### src/rtl/mul_pkg.sv
`timescale 1ns/1ps
package mul_pkg;
  // Sequencer states of the iterative multiplier.
  typedef enum logic {
    ST_IDLE = 1'b0,
    ST_RUN  = 1'b1
  } mul_state_e;
endpackage

### src/rtl/mul_prep.sv
`timescale 1ns/1ps
// Sign-magnitude front end: turns operands into unsigned magnitudes
// and reports whether the product must be negated at the end.
module mul_prep #(
  parameter int W = 32
) (
  input  logic         is_signed,
  input  logic [W-1:0] opnd_a,
  input  logic [W-1:0] opnd_b,
  output logic [W-1:0] mag_a,
  output logic [W-1:0] mag_b,
  output logic         neg_res
);
  // Magnitude of a W-bit word; the most negative value maps to 2^(W-1),
  // which still fits in W unsigned bits.
  function automatic logic [W-1:0] magnitude(input logic [W-1:0] x,
                                             input logic sgn);
    if (sgn && x[W-1]) return (~x) + W'(1);
    return x;
  endfunction

  always_comb begin
    mag_a   = magnitude(opnd_a, is_signed);
    mag_b   = magnitude(opnd_b, is_signed);
    neg_res = is_signed & (opnd_a[W-1] ^ opnd_b[W-1]);
  end
endmodule

### src/rtl/mul_ctrl.sv
`timescale 1ns/1ps
// Iteration sequencer: accepts start when idle, counts W steps.
module mul_ctrl
  import mul_pkg::*;
#(
  parameter int W = 32,
  localparam int CW = (W > 1) ? $clog2(W) : 1
) (
  input  logic          clk,
  input  logic          rst_n,
  input  logic          start,
  output logic          load,
  output logic          step,
  output logic          last,
  output logic          busy,
  output logic          done,
  output logic [CW-1:0] iter_cnt
);
  mul_state_e state_q;

  always_comb begin
    busy = (state_q == ST_RUN);
    load = start && (state_q == ST_IDLE);
    step = busy;
    last = step && (iter_cnt == CW'(W - 1));
  end

  always_ff @(posedge clk or negedge rst_n) begin
    if (!rst_n) begin
      state_q  <= ST_IDLE;
      iter_cnt <= '0;
      done     <= 1'b0;
    end else begin
      done <= last;
      if (load) begin
        state_q  <= ST_RUN;
        iter_cnt <= '0;
      end else if (step) begin
        iter_cnt <= iter_cnt + CW'(1);
        if (last) state_q <= ST_IDLE;
      end
    end
  end
endmodule

### src/rtl/mul_core.sv
`timescale 1ns/1ps
// Unsigned shift-add datapath: one multiplier bit per cycle, with the
// right shift folded into the partial-product register's load path.
module mul_core #(
  parameter int W = 32,
  localparam int PW = 2 * W
) (
  input  logic          clk,
  input  logic          rst_n,
  input  logic          load,
  input  logic          step,
  input  logic [W-1:0]  mag_a,
  input  logic [W-1:0]  mag_b,
  output logic [PW-1:0] pp_next,
  output logic          add_en
);
  logic [W-1:0]  mcand_q;
  logic [PW-1:0] pp_q;

  // One iteration: a conditional add into the upper half, with a W+1-bit
  // sum whose carry becomes the new MSB, then a shift right by one.
  function automatic logic [PW-1:0] add_shift(input logic [PW-1:0] pp,
                                              input logic [W-1:0] mc);
    logic [W:0] sum;
    sum = {1'b0, pp[PW-1:W]};
    if (pp[0]) sum = sum + {1'b0, mc};
    return {sum, pp[W-1:1]};
  endfunction

  always_comb begin
    add_en  = pp_q[0];
    pp_next = add_shift(pp_q, mcand_q);
  end

  always_ff @(posedge clk or negedge rst_n) begin
    if (!rst_n) begin
      mcand_q <= '0;
      pp_q    <= '0;
    end else if (load) begin
      mcand_q <= mag_a;
      pp_q    <= {{W{1'b0}}, mag_b};
    end else if (step) begin
      pp_q <= pp_next;
    end
  end
endmodule

### src/rtl/mul_result.sv
`timescale 1ns/1ps
// Result stage: remembers the sign fix-up and writes the hi/lo pair.
module mul_result #(
  parameter int W = 32,
  localparam int PW = 2 * W
) (
  input  logic          clk,
  input  logic          rst_n,
  input  logic          load,
  input  logic          neg_in,
  input  logic          capture,
  input  logic [PW-1:0] prod_in,
  output logic [W-1:0]  hi,
  output logic [W-1:0]  lo
);
  logic neg_q;

  function automatic logic [PW-1:0] negate(input logic [PW-1:0] x);
    return (~x) + PW'(1);
  endfunction

  always_ff @(posedge clk or negedge rst_n) begin
    if (!rst_n) begin
      neg_q <= 1'b0;
      hi    <= '0;
      lo    <= '0;
    end else begin
      if (load) neg_q <= neg_in;
      if (capture) {hi, lo} <= neg_q ? negate(prod_in) : prod_in;
    end
  end
endmodule

### src/rtl/shiftadd_mul.sv
`timescale 1ns/1ps
// Multi-cycle W x W multiplier with hi/lo product registers.
module shiftadd_mul #(
  parameter int W = 32,
  localparam int PW = 2 * W,
  localparam int CW = (W > 1) ? $clog2(W) : 1
) (
  input  logic         clk,
  input  logic         rst_n,
  input  logic         start,
  input  logic         is_signed,
  input  logic [W-1:0] opnd_a,
  input  logic [W-1:0] opnd_b,
  output logic         busy,
  output logic         done,
  output logic [W-1:0] hi,
  output logic [W-1:0] lo
);
  // Named internal events, visible to the bound checker.
  logic          load;
  logic          step;
  logic          last_iter;
  logic [CW-1:0] iter_cnt;
  logic [W-1:0]  mag_a;
  logic [W-1:0]  mag_b;
  logic          neg_res;
  logic [PW-1:0] pp_next;
  logic          add_en;

  mul_prep #(.W(W)) u_prep (
    .is_signed (is_signed),
    .opnd_a    (opnd_a),
    .opnd_b    (opnd_b),
    .mag_a     (mag_a),
    .mag_b     (mag_b),
    .neg_res   (neg_res)
  );

  mul_ctrl #(.W(W)) u_ctrl (
    .clk      (clk),
    .rst_n    (rst_n),
    .start    (start),
    .load     (load),
    .step     (step),
    .last     (last_iter),
    .busy     (busy),
    .done     (done),
    .iter_cnt (iter_cnt)
  );

  mul_core #(.W(W)) u_core (
    .clk     (clk),
    .rst_n   (rst_n),
    .load    (load),
    .step    (step),
    .mag_a   (mag_a),
    .mag_b   (mag_b),
    .pp_next (pp_next),
    .add_en  (add_en)
  );

  mul_result #(.W(W)) u_result (
    .clk     (clk),
    .rst_n   (rst_n),
    .load    (load),
    .neg_in  (neg_res),
    .capture (last_iter),
    .prod_in (pp_next),
    .hi      (hi),
    .lo      (lo)
  );
endmodule

### config.mk
export PLATFORM = sky130hd
export DESIGN_NAME = shiftadd_mul
export DESIGN_NICKNAME = d
export VERILOG_FILES = /design/src/rtl/mul_pkg.sv /design/src/rtl/mul_prep.sv /design/src/rtl/mul_ctrl.sv /design/src/rtl/mul_core.sv /design/src/rtl/mul_result.sv /design/src/rtl/shiftadd_mul.sv
export SDC_FILE = /design/constraint.sdc
export NUM_CORES = 1
export LEC_CHECK = 0
export BUFFER_PORTS_ARGS = -buffer_cell sky130_fd_sc_hd__buf_2
export CAP_MARGIN = 30
export CORE_ASPECT_RATIO = 1.25
export CORE_MARGIN = 3
export CORE_UTILIZATION = 28
export DETAILED_ROUTE_END_ITERATION = 12
export PLACE_DENSITY_LB_ADDON = 0.25
export SYNTH_ARGS = -nofsm -noshare
export SYNTH_HDL_FRONTEND = slang
export SYNTH_SLANG_ARGS = --single-unit
export TNS_END_PERCENT = 30
### constraint.sdc
create_clock -name clk -period 5.03 [get_ports clk]
set_clock_uncertainty 0.1 [all_clocks]
set_input_delay 1.2575 -clock clk [delete_from_list [all_inputs] [get_ports clk]]
set_output_delay 1.2575 -clock clk [all_outputs]
set_load 0.02 [all_outputs]
==> impl_metrics.ini, run 1 <==
[clocking]
clkSinkCount = 168
cts_tree = built
worstSkewPairLatency_ns = 0.45
clockRootBuffer = clkbuf_16
cts_resized = 0
clock_path_buffers = 2
clk_pin_slew_ns = 0.07
ctsHoldBuffers = 0
post_cts.repair.setup_buffers = 0
cts_inserted_buffers = 17
htree_levels = 4

[global_routing]
antenna_found_initial = 5
grt_pass1_vias = 10210
met1_usage = 0.2368
met3_usage = 0.02289
grt_pass1_wl_mm = 57.59
gr-max-usage-layer = met1
grt-ovfl-total = 0
grt_usage = 0.1589
grt_max_degree = 98
grt_use_met2 = 0.2347

[setup_path]
path_buf_inv = 0
crit_fanout = 8
endpoint_kind = flip-flop
critPathRequiredTime_ns = 5.32
slowest_stage = or4_1
crit_top_cell = or4_1
worstSetupStartpointType = flip-flop
crit_family = simple AND/OR/NAND/NOR gates
cp_slowest_stage_delay_ns = 0.62
path_cells = ha_1, fa_1, a211oi_2, o21ai_1, and2_1, or3_1, a31oi_1, and3_1, nand4_2, or4_1, or4_1, nand3_1
cp.arrival_ns = 4.64
worst-setup-path-type = reg -> reg

[synthesis]
avgSynthCellArea_um2 = 8.188
synth-edff-count = 0
syn_area_um2 = 11870
yosys_most_used_dff = dfrtp_1
synthDistinctLibCells = 86
synthCells = 1450
syn_nets = 1556
synth-seq-cells = 168
ys_seq_area_frac = 0.3541
async_reset_ff_frac = 1.000
synth_warnings = 0

[detailed_routing]
drcViolationCount = 0
drtIter0Drc = 673
antenna_left = 0
vias = 10620
wl_per_cell_um = 17.11
viasPerCell = 5.056
firstDrtPassIters = 5
wl_mm = 35.95

[layout]
multi_input_area_um2 = 7242
final_area_um2 = 13630
nFillCells = 4427
drive_above_1_share = 0.1483
seq_area_um2 = 4207
area_growth_pct = 14.83
postLayoutCoreUtil = 0.3290
nets = 1638

[status]
outcome = finished, final reports clean

[sta]
clock.fmax_mhz = 229.5
slew_headroom = 0.4401
finalSetupViolations = 0
slew_violations = 0
fin_crit_ns = 4.357
rsz0062_at_grt = no
tightestPinTransition_ns = 0.8398
tns_ns = 0
hold_violations = 0
fin_crit_sh = 0.8663

[floorplan]
initial_utilization = 0.2865
num_rows = 83
core_um2 = 41440
die-area_um2 = 44930
die_w_um = 190.2
die_h_um = 236.2
io_pins = 134

[placement]
gp_congestion = 0.8716
place_area_um2 = 13030
place_hpwl_mm = 27.63
portBuffers = 133

[power]
power_leakage_nw = 5.758
ir_drop_mv = 0.2851
powerDensity_nw_per_um2 = 672.4

[min_path]
hp-class = reg -> reg

[flow_run]
drv_cap = 0
[worst reg2reg max path: cells and delay by family (launching register included)]
kind            cells  cell delay (ns)
flops               1             0.40
compound gates      3             0.88
fa+ha+maj           2             0.72
simple gates        7             2.20
[logic make-up after synthesis]
group,Yosys count,synth area share
and+or+nand+nor,525,0.2173
AOI/OAI and AO/OA,457,0.2363
DFF,168,0.3541
xor gates and xnor gates,126,0.09295
buffers and inverters,111,0.03678
adders and majority gates,38,0.04068
muxes,25,0.02192
[per-stage QoR]
stage	setup WS (ns)	hold WS [ns]	power, mW	cells
2_1_floorplan	1.131	0.3538	6.215	1450
3_3_place_gp	0.7672	0.3589	7.704	2065
3_5_place_dp	0.6966	0.3655	7.800	2065
4_1_cts	0.6860	0.3816	9.194	2096
5_1_grt	0.3607	0.3926	9.979	2101
6_report	0.6726	0.3721	9.167	2101
[sequential cells by signal, summed over array words and instances, names as in the netlist]
| name | cells |
|---|---|
| u_result.neg_q | 1 |
| u_ctrl.done | 1 |
| u_result.hi | 32 |
| u_ctrl.busy | 1 |
| u_core.pp_q | 64 |
| u_result.lo | 32 |
| u_core.mcand_q | 32 |
| u_ctrl.iter_cnt | 5 |
[area by class of cell]
| cell class | instances | area share |
|---|---|---|
| diodes | 5 | 0.0009178 |
| clock buffers | 17 | 0.03120 |
| clock inverters | 14 | 0.01211 |
| inverters | 27 | 0.007434 |
| multi-input cells | 1171 | 0.5312 |
| flip-flops and latches | 168 | 0.3086 |
| well taps | 552 | 0.05066 |
| repair buffers | 147 | 0.05791 |
[layer usage]
| metal | part of all wire | vias to the layer above |
|---|---|---|
| li1 | - | 5399 |
| met1 | 0.51 | 4975 |
| met2 | 0.43 | 218 |
| met3 | 0.035 | 30 |
| met4 | 0.020 | 0 |
| met5 | 0 | - |
[report_power, final]
part | switching (mW) | internal (mW) | leakage [nW]
combinational | 3.36 | 1.96 | 3.50
sequential | 0.619 | 1.87 | 1.97
clock | 0.619 | 0.742 | 0.285
[placed cells by master (no fill, tap or decap), types with 9 or more instances in the layout]
master / synthesis / final
nand2_1: 248 / 246
o21ai_0: 234 / 234
dfrtp_1: 168 / 166
buf_2: 10 / 132
xor2_1: 75 / 75
a21oi_1: 70 / 70
nor2_1: 62 / 62
xnor2_1: 51 / 51
ha_1: 37 / 37
nor3_1: 30 / 30
inv_1: 26 / 26
nand2b_1: 26 / 26
nand3_1: 26 / 26
o31ai_1: 22 / 22
nand4_1: 22 / 22
or3_1: 21 / 21
a21o_1: 17 / 17
mux2i_1: 17 / 17
nand3b_1: 17 / 17
clkbuf_16: 0 / 17
a211oi_1: 14 / 14
o41ai_1: 13 / 13
buf_4: 2 / 13
o211ai_1: 12 / 12
nor4_1: 12 / 12
a31oi_1: 11 / 11
nor2b_1: 9 / 9
[synth_stat cells, types with 8 or more instances]
master	number	area (um^2)
clkbuf_1	65	244.0
a21oi_1	70	350.3
nand2b_1	26	162.7
dfrtp_1	168	4204
a211oi_1	14	105.1
buf_2	10	50.05
o31ai_1	22	165.2
o21ai_0	234	1171
a31oi_1	11	68.82
or3_1	21	131.4
nor4_1	12	75.07
a21o_1	17	127.6
nand2_1	248	930.9
inv_1	26	97.59
nor2b_1	9	56.30
o211ai_1	12	90.09
nor2_1	62	232.7
ha_1	37	462.9
xnor2_1	51	446.7
nor3_1	30	150.1
nand3b_1	17	127.6
mux2_2	8	90.09
xor2_1	75	656.9
nand3_1	26	130.1
nand4_1	22	137.6
or2_2	8	50.05
o41ai_1	13	113.9
mux2i_1	17	170.2
[worst paths after layout]
check / endpoint / from / depth (start not counted) / slack, ns
worst max-delay path: u_result.hi[30] / u_core.pp_q[32] / 12 / 0.67
worst min-delay path: u_result.lo[5] / u_result.lo[5] / 2 / 0.37
worst max register to register: u_result.hi[30] / u_core.pp_q[32] / 12 / 0.67
worst min register to register: u_result.lo[5] / u_result.lo[5] / 2 / 0.37
max in group asynchronous: u_ctrl.busy / rst_n / 2 / 3.10
min in group asynchronous: u_core.mcand_q[27] / rst_n / 1 / 0.69
Note: power is estimated with default switching activity, not from simulation.
==> inputs of run 2 (changes only) <==
CORE_UTILIZATION = 59   (was 28)
GPL_ROUTABILITY_DRIVEN = 1   (was unset)
SLEW_MARGIN = 30   (was unset)
==> impl_metrics.ini, run 2 (synthesized netlist as in run 1, its figures left out) <==
[clocking]
cts_inserted_buffers = 17
clockRootBuffer = clkbuf_16
worstSkewPairLatency_ns = 0.44
clk_pin_slew_ns = 0.07
htree_levels = 4
cts_resized = 0
clkSinkCount = 168
ctsHoldBuffers = 0
post_cts.repair.setup_buffers = 0
clock_path_buffers = 2
cts_tree = built

[power]
power_leakage_nw = 5.776
pwr-share-clk = 0.152
powerDensity_nw_per_um2 = 692.0
p_seq_frac = 0.268
p_comb_frac = 0.579
p_sw_frac = 0.4998
ir_drop_mv = 0.3457
intPower_mw = 4.597
switchingPower_mw = 4.593

[detailed_routing]
wl_mm = 33.50
firstDrtPassIters = 5
viasPerCell = 6.180
wl_per_cell_um = 18.53
vias = 11170
drcViolationCount = 0
antenna_left = 0
drtIter0Drc = 821

[global_routing]
grt_max_degree = 103
gr-max-usage-layer = met2
antenna_found_initial = 0
met1_usage = 0.3609
grt_usage = 0.3077
met3_usage = 0.03382
grt-ovfl-total = 0
grt_pass1_wl_mm = 54.42
grt_use_met2 = 0.5624
grt_pass1_vias = 10910

[layout]
drive_above_1_share = 0.1478
postLayoutCoreUtil = 0.6771
area_growth_pct = 11.86
mostFrequentLayoutCell = nand2_1
antenna_cells = 0
largest_reg_flops = 64
regMostFlops = u_core.pp_q
fin_cells = 1808
nets = 1636
mostFrequentLayoutCells = 246 x nand2_1, 234 x o21ai_0, 166 x dfrtp_1

[sta]
slew_headroom = 0.4136
fin_crit_ns = 4.356
clock.fmax_mhz = 229.6
hold_violations = 0
rsz0062_at_grt = no
slew_violations = 0
tns_ns = 0
fin_crit_sh = 0.8661
finalSetupViolations = 0
tightestPinTransition_ns = 0.8796

[setup_path]
crit_fanout = 8
endpoint_kind = flip-flop
critPathRequiredTime_ns = 5.31
worstSetupStartpointType = flip-flop
crit_path_start = u_core.pp_q[32]
regToRegStartpoint = u_core.pp_q[32]
r2r_cells = 12
r2r_slack_ns = 0.67
worst-setup-path-type = reg -> reg
cp.arrival_ns = 4.64
r2r_end = u_result.hi[30]

[status]
outcome = finished, final reports clean

[floorplan]
die-area_um2 = 21870
core_um2 = 19610
num_rows = 57
io_pins = 134
die_w_um = 132.9
initial_utilization = 0.6054
die_h_um = 164.6

[placement]
portBuffers = 133
post-place-cells = 1776
gp_congestion = 0.9758
place_hpwl_mm = 24.54

[min_path]
min_to = u_result.hi[3]
hp-class = reg -> reg
hold_depth = 2
worstHoldStart = u_result.hi[3]

[flow_run]
drv_cap = 0
-- run 2: cell types whose count changed in the layout (fill, tap and decap cells not counted) --
cell / before / now
buf_6: 1 / 0
clkbuf_8: 0 / 2
nand2_2: 1 / 0
inv_6: 4 / 3
clkinv_2: 2 / 1
nand2_4: 1 / 2
buf_4: 13 / 11
diode_2: 5 / 0
inv_8: 1 / 4
clkinvlp_4: 2 / 1
-- run 2: cell type report --
cell class	instances	area (um^2)
Fill cell	1627	6332
Multi-Input combinational cell	1171	7247
Clock inverter	14	177.7
Inverter	27	101.3
Clock buffer	18	439.2
Tap cell	265	331.6
Timing Repair Buffer	145	777.0
Sequential cell	168	4207
-- run 2: metrics by stage --
step | total power [mW] | setup WS (ns) | cell area (um^2) | hold WS (ns)
5_1_grt | 9.881 | 0.4943 | 13280 | 0.4121
2_1_floorplan | 6.215 | 1.131 | 11870 | 0.3538
3_3_place_gp | 7.577 | 0.7557 | 12660 | 0.3592
4_1_cts | 9.145 | 0.7251 | 13270 | 0.3807
6_report | 9.190 | 0.6737 | 13280 | 0.3752
3_5_place_dp | 7.701 | 0.6924 | 12660 | 0.3653
-- run 2: worst max-delay path by stage --
stage | slack, ns | to | cells after the start
floorplan | 1.13 | u_result.hi[30] | 13
global placement | 0.76 | u_core.pp_q[24] | 10
detailed placement | 0.69 | u_core.pp_q[24] | 10
CTS | 0.73 | u_result.hi[30] | 12
global route | 0.49 | u_result.hi[30] | 12
finish | 0.67 | u_result.hi[30] | 12
-- run 2: power by group through the flow --
| stage | logic [mW] | clock network, mW | registers (mW) |
|---|---|---|---|
| global placement | 5.12 | 0 | 2.46 |
| detailed placement | 5.23 | 0 | 2.47 |
| CTS | 5.28 | 1.41 | 2.45 |
| floorplan | 3.84 | 0 | 2.37 |
| finish | 5.32 | 1.40 | 2.47 |
| global route | 5.90 | 1.46 | 2.52 |
-- run 2: worst max-delay path, cell delays in order, from the launching register on --
cell      delay [ns]
dfrtp_1         0.40
ha_1            0.25
fa_1            0.45
a211oi_2        0.27
o211ai_2        0.17
a41oi_2         0.26
xnor2_1         0.12
o41ai_2         0.48
and4_1          0.39
nand4_2         0.19
or4_1           0.64
or4_1           0.51
nand3_1         0.08
-- run 2: layer usage --
| metal | up-vias | routed length, um |
|---|---|---|
| met5 | - | 0 |
| met4 | 0 | 1568 |
| met3 | 95 | 1298 |
| met2 | 355 | 17470 |
| met1 | 5341 | 13170 |
| li1 | 5382 | - |
==> inputs of run 3 (changes only) <==
CELL_PAD_IN_SITES_DETAIL_PLACEMENT = 1   (was unset)
CELL_PAD_IN_SITES_GLOBAL_PLACEMENT = 2   (was unset)
CORE_UTILIZATION = 36   (was 59)
==> impl_metrics.ini, run 3 (synthesized netlist as in run 1, its figures left out) <==
[status]
outcome = finished, final reports clean

[sta]
finalSetupViolations = 0
clock.fmax_mhz = 223.9
slew_violations = 0
fin_crit_ns = 4.466
tns_ns = 0
rsz0062_at_grt = no
fin_crit_sh = 0.8878
slew_headroom = 0.4070
timing.hold.ws_ns = 0.3758
hold_violations = 0
tightestPinTransition_ns = 0.8895

[power]
power_leakage_nw = 5.773
powerDensity_nw_per_um2 = 697.7
ir_drop_mv = 0.3105
power_mw = 9.402

[clocking]
clockRootBuffer = clkbuf_16
post_cts.repair.setup_buffers = 0
clock_path_buffers = 2
cts_inserted_buffers = 17
clk_pin_slew_ns = 0.07
worstSkewPairLatency_ns = 0.46
clkSinkCount = 168
cts_tree = built
cts_resized = 0
ctsHoldBuffers = 0
htree_levels = 4

[setup_path]
worst-setup-path-type = reg -> reg
crit_fanout = 8
endpoint_kind = flip-flop
critPathRequiredTime_ns = 5.32
worstSetupStartpointType = flip-flop
cp.arrival_ns = 4.76

[layout]
antenna_cells = 0
regMostFlops = u_core.pp_q
postLayoutCoreUtil = 0.4191
nFillCells = 3921
mostFrequentLayoutCells = 246 x nand2_1, 234 x o21ai_0, 165 x dfrtp_1
fin_cells = 1958
largest_reg_flops = 64
drive_above_1_share = 0.1488
area_growth_pct = 13.50
nets = 1640
mostFrequentLayoutCell = nand2_1

[placement]
gp_congestion = 0.8675
post-place-cells = 1927
place_hpwl_mm = 30.19
portBuffers = 133

[floorplan]
num_rows = 73
core_um2 = 32150
die_w_um = 168.4
initial_utilization = 0.3693
die-area_um2 = 35210
io_pins = 134
die_h_um = 209.0

[global_routing]
grt_pass1_wl_mm = 64.06
grt_usage = 0.2281
grt_pass1_vias = 11500
antenna_found_initial = 0
grt-ovfl-total = 0
grt_max_degree = 96

[detailed_routing]
antenna_left = 0
drtIter0Drc = 490
firstDrtPassIters = 5
viasPerCell = 5.641
drcViolationCount = 0
wl_mm = 39.37
wl_per_cell_um = 20.11
vias = 11050

[flow_run]
drv_cap = 0

[min_path]
hp-class = reg -> reg
[run 3: where the power goes]
group / internal (mW) / leakage [nW] / total [mW] / switching, mW
logic: 1.99 / 3.52 / 5.48 / 3.50
registers: 1.87 / 1.97 / 2.52 / 0.647
clock network: 0.808 / 0.286 / 1.40 / 0.593
total: 4.66 / 5.77 / 9.40 / 4.74
[run 3: layout make-up]
type,instances,area (um^2),area share
Clock inverter,10,143.9,0.01068
Clock buffer,21,460.4,0.03417
Sequential cell,168,4208,0.3123
Inverter,27,101.3,0.007521
Multi-Input combinational cell,1171,7247,0.5378
Timing Repair Buffer,149,799.5,0.05933
Tap cell,412,515.5,0.03825
[run 3: metal layers]
metal | share of wire | routed length [um] | track usage | vias to the layer above
li1 | - | - | - | 5375
met4 | 0.032 | 1269 | 0.08552 | 0
met5 | 0 | 0 | 0 | -
met1 | 0.43 | 16780 | 0.2836 | 5447
met3 | 0.040 | 1589 | 0.03974 | 46
met2 | 0.50 | 19730 | 0.3950 | 178
[run 3: final timing paths]
kind / startpoint / end / slack (ns) / cells after the start
min: u_result.hi[11] / u_result.hi[11] / 0.38 / 2
min reg2reg: u_result.hi[11] / u_result.hi[11] / 0.38 / 2
max in group asynchronous: rst_n / u_core.pp_q[62] / 3.08 / 2
max: u_core.pp_q[32] / u_result.hi[30] / 0.56 / 12
min in group asynchronous: rst_n / u_core.pp_q[32] / 0.74 / 1
max reg2reg: u_core.pp_q[32] / u_result.hi[30] / 0.56 / 12
[run 3: metrics by stage]
stage                     cell area, um^2  worst slack, ns
after floorplan                     11870            1.131
after global placement              12850           0.7566
after detailed placement            12870           0.6165
after CTS                           13470           0.5675
after global routing                13480           0.3389
final                               13480           0.5643
[run 3: worst max-delay path, stage by stage, from the launching register on]
cell	delay (ns)
dfrtp_1	0.40
ha_1	0.25
fa_1	0.46
a211oi_2	0.31
o21ai_1	0.23
and2_1	0.23
or3_1	0.35
a31oi_1	0.40
and3_1	0.29
nand4_2	0.16
or4_1	0.64
or4_1	0.51
nand3_1	0.08
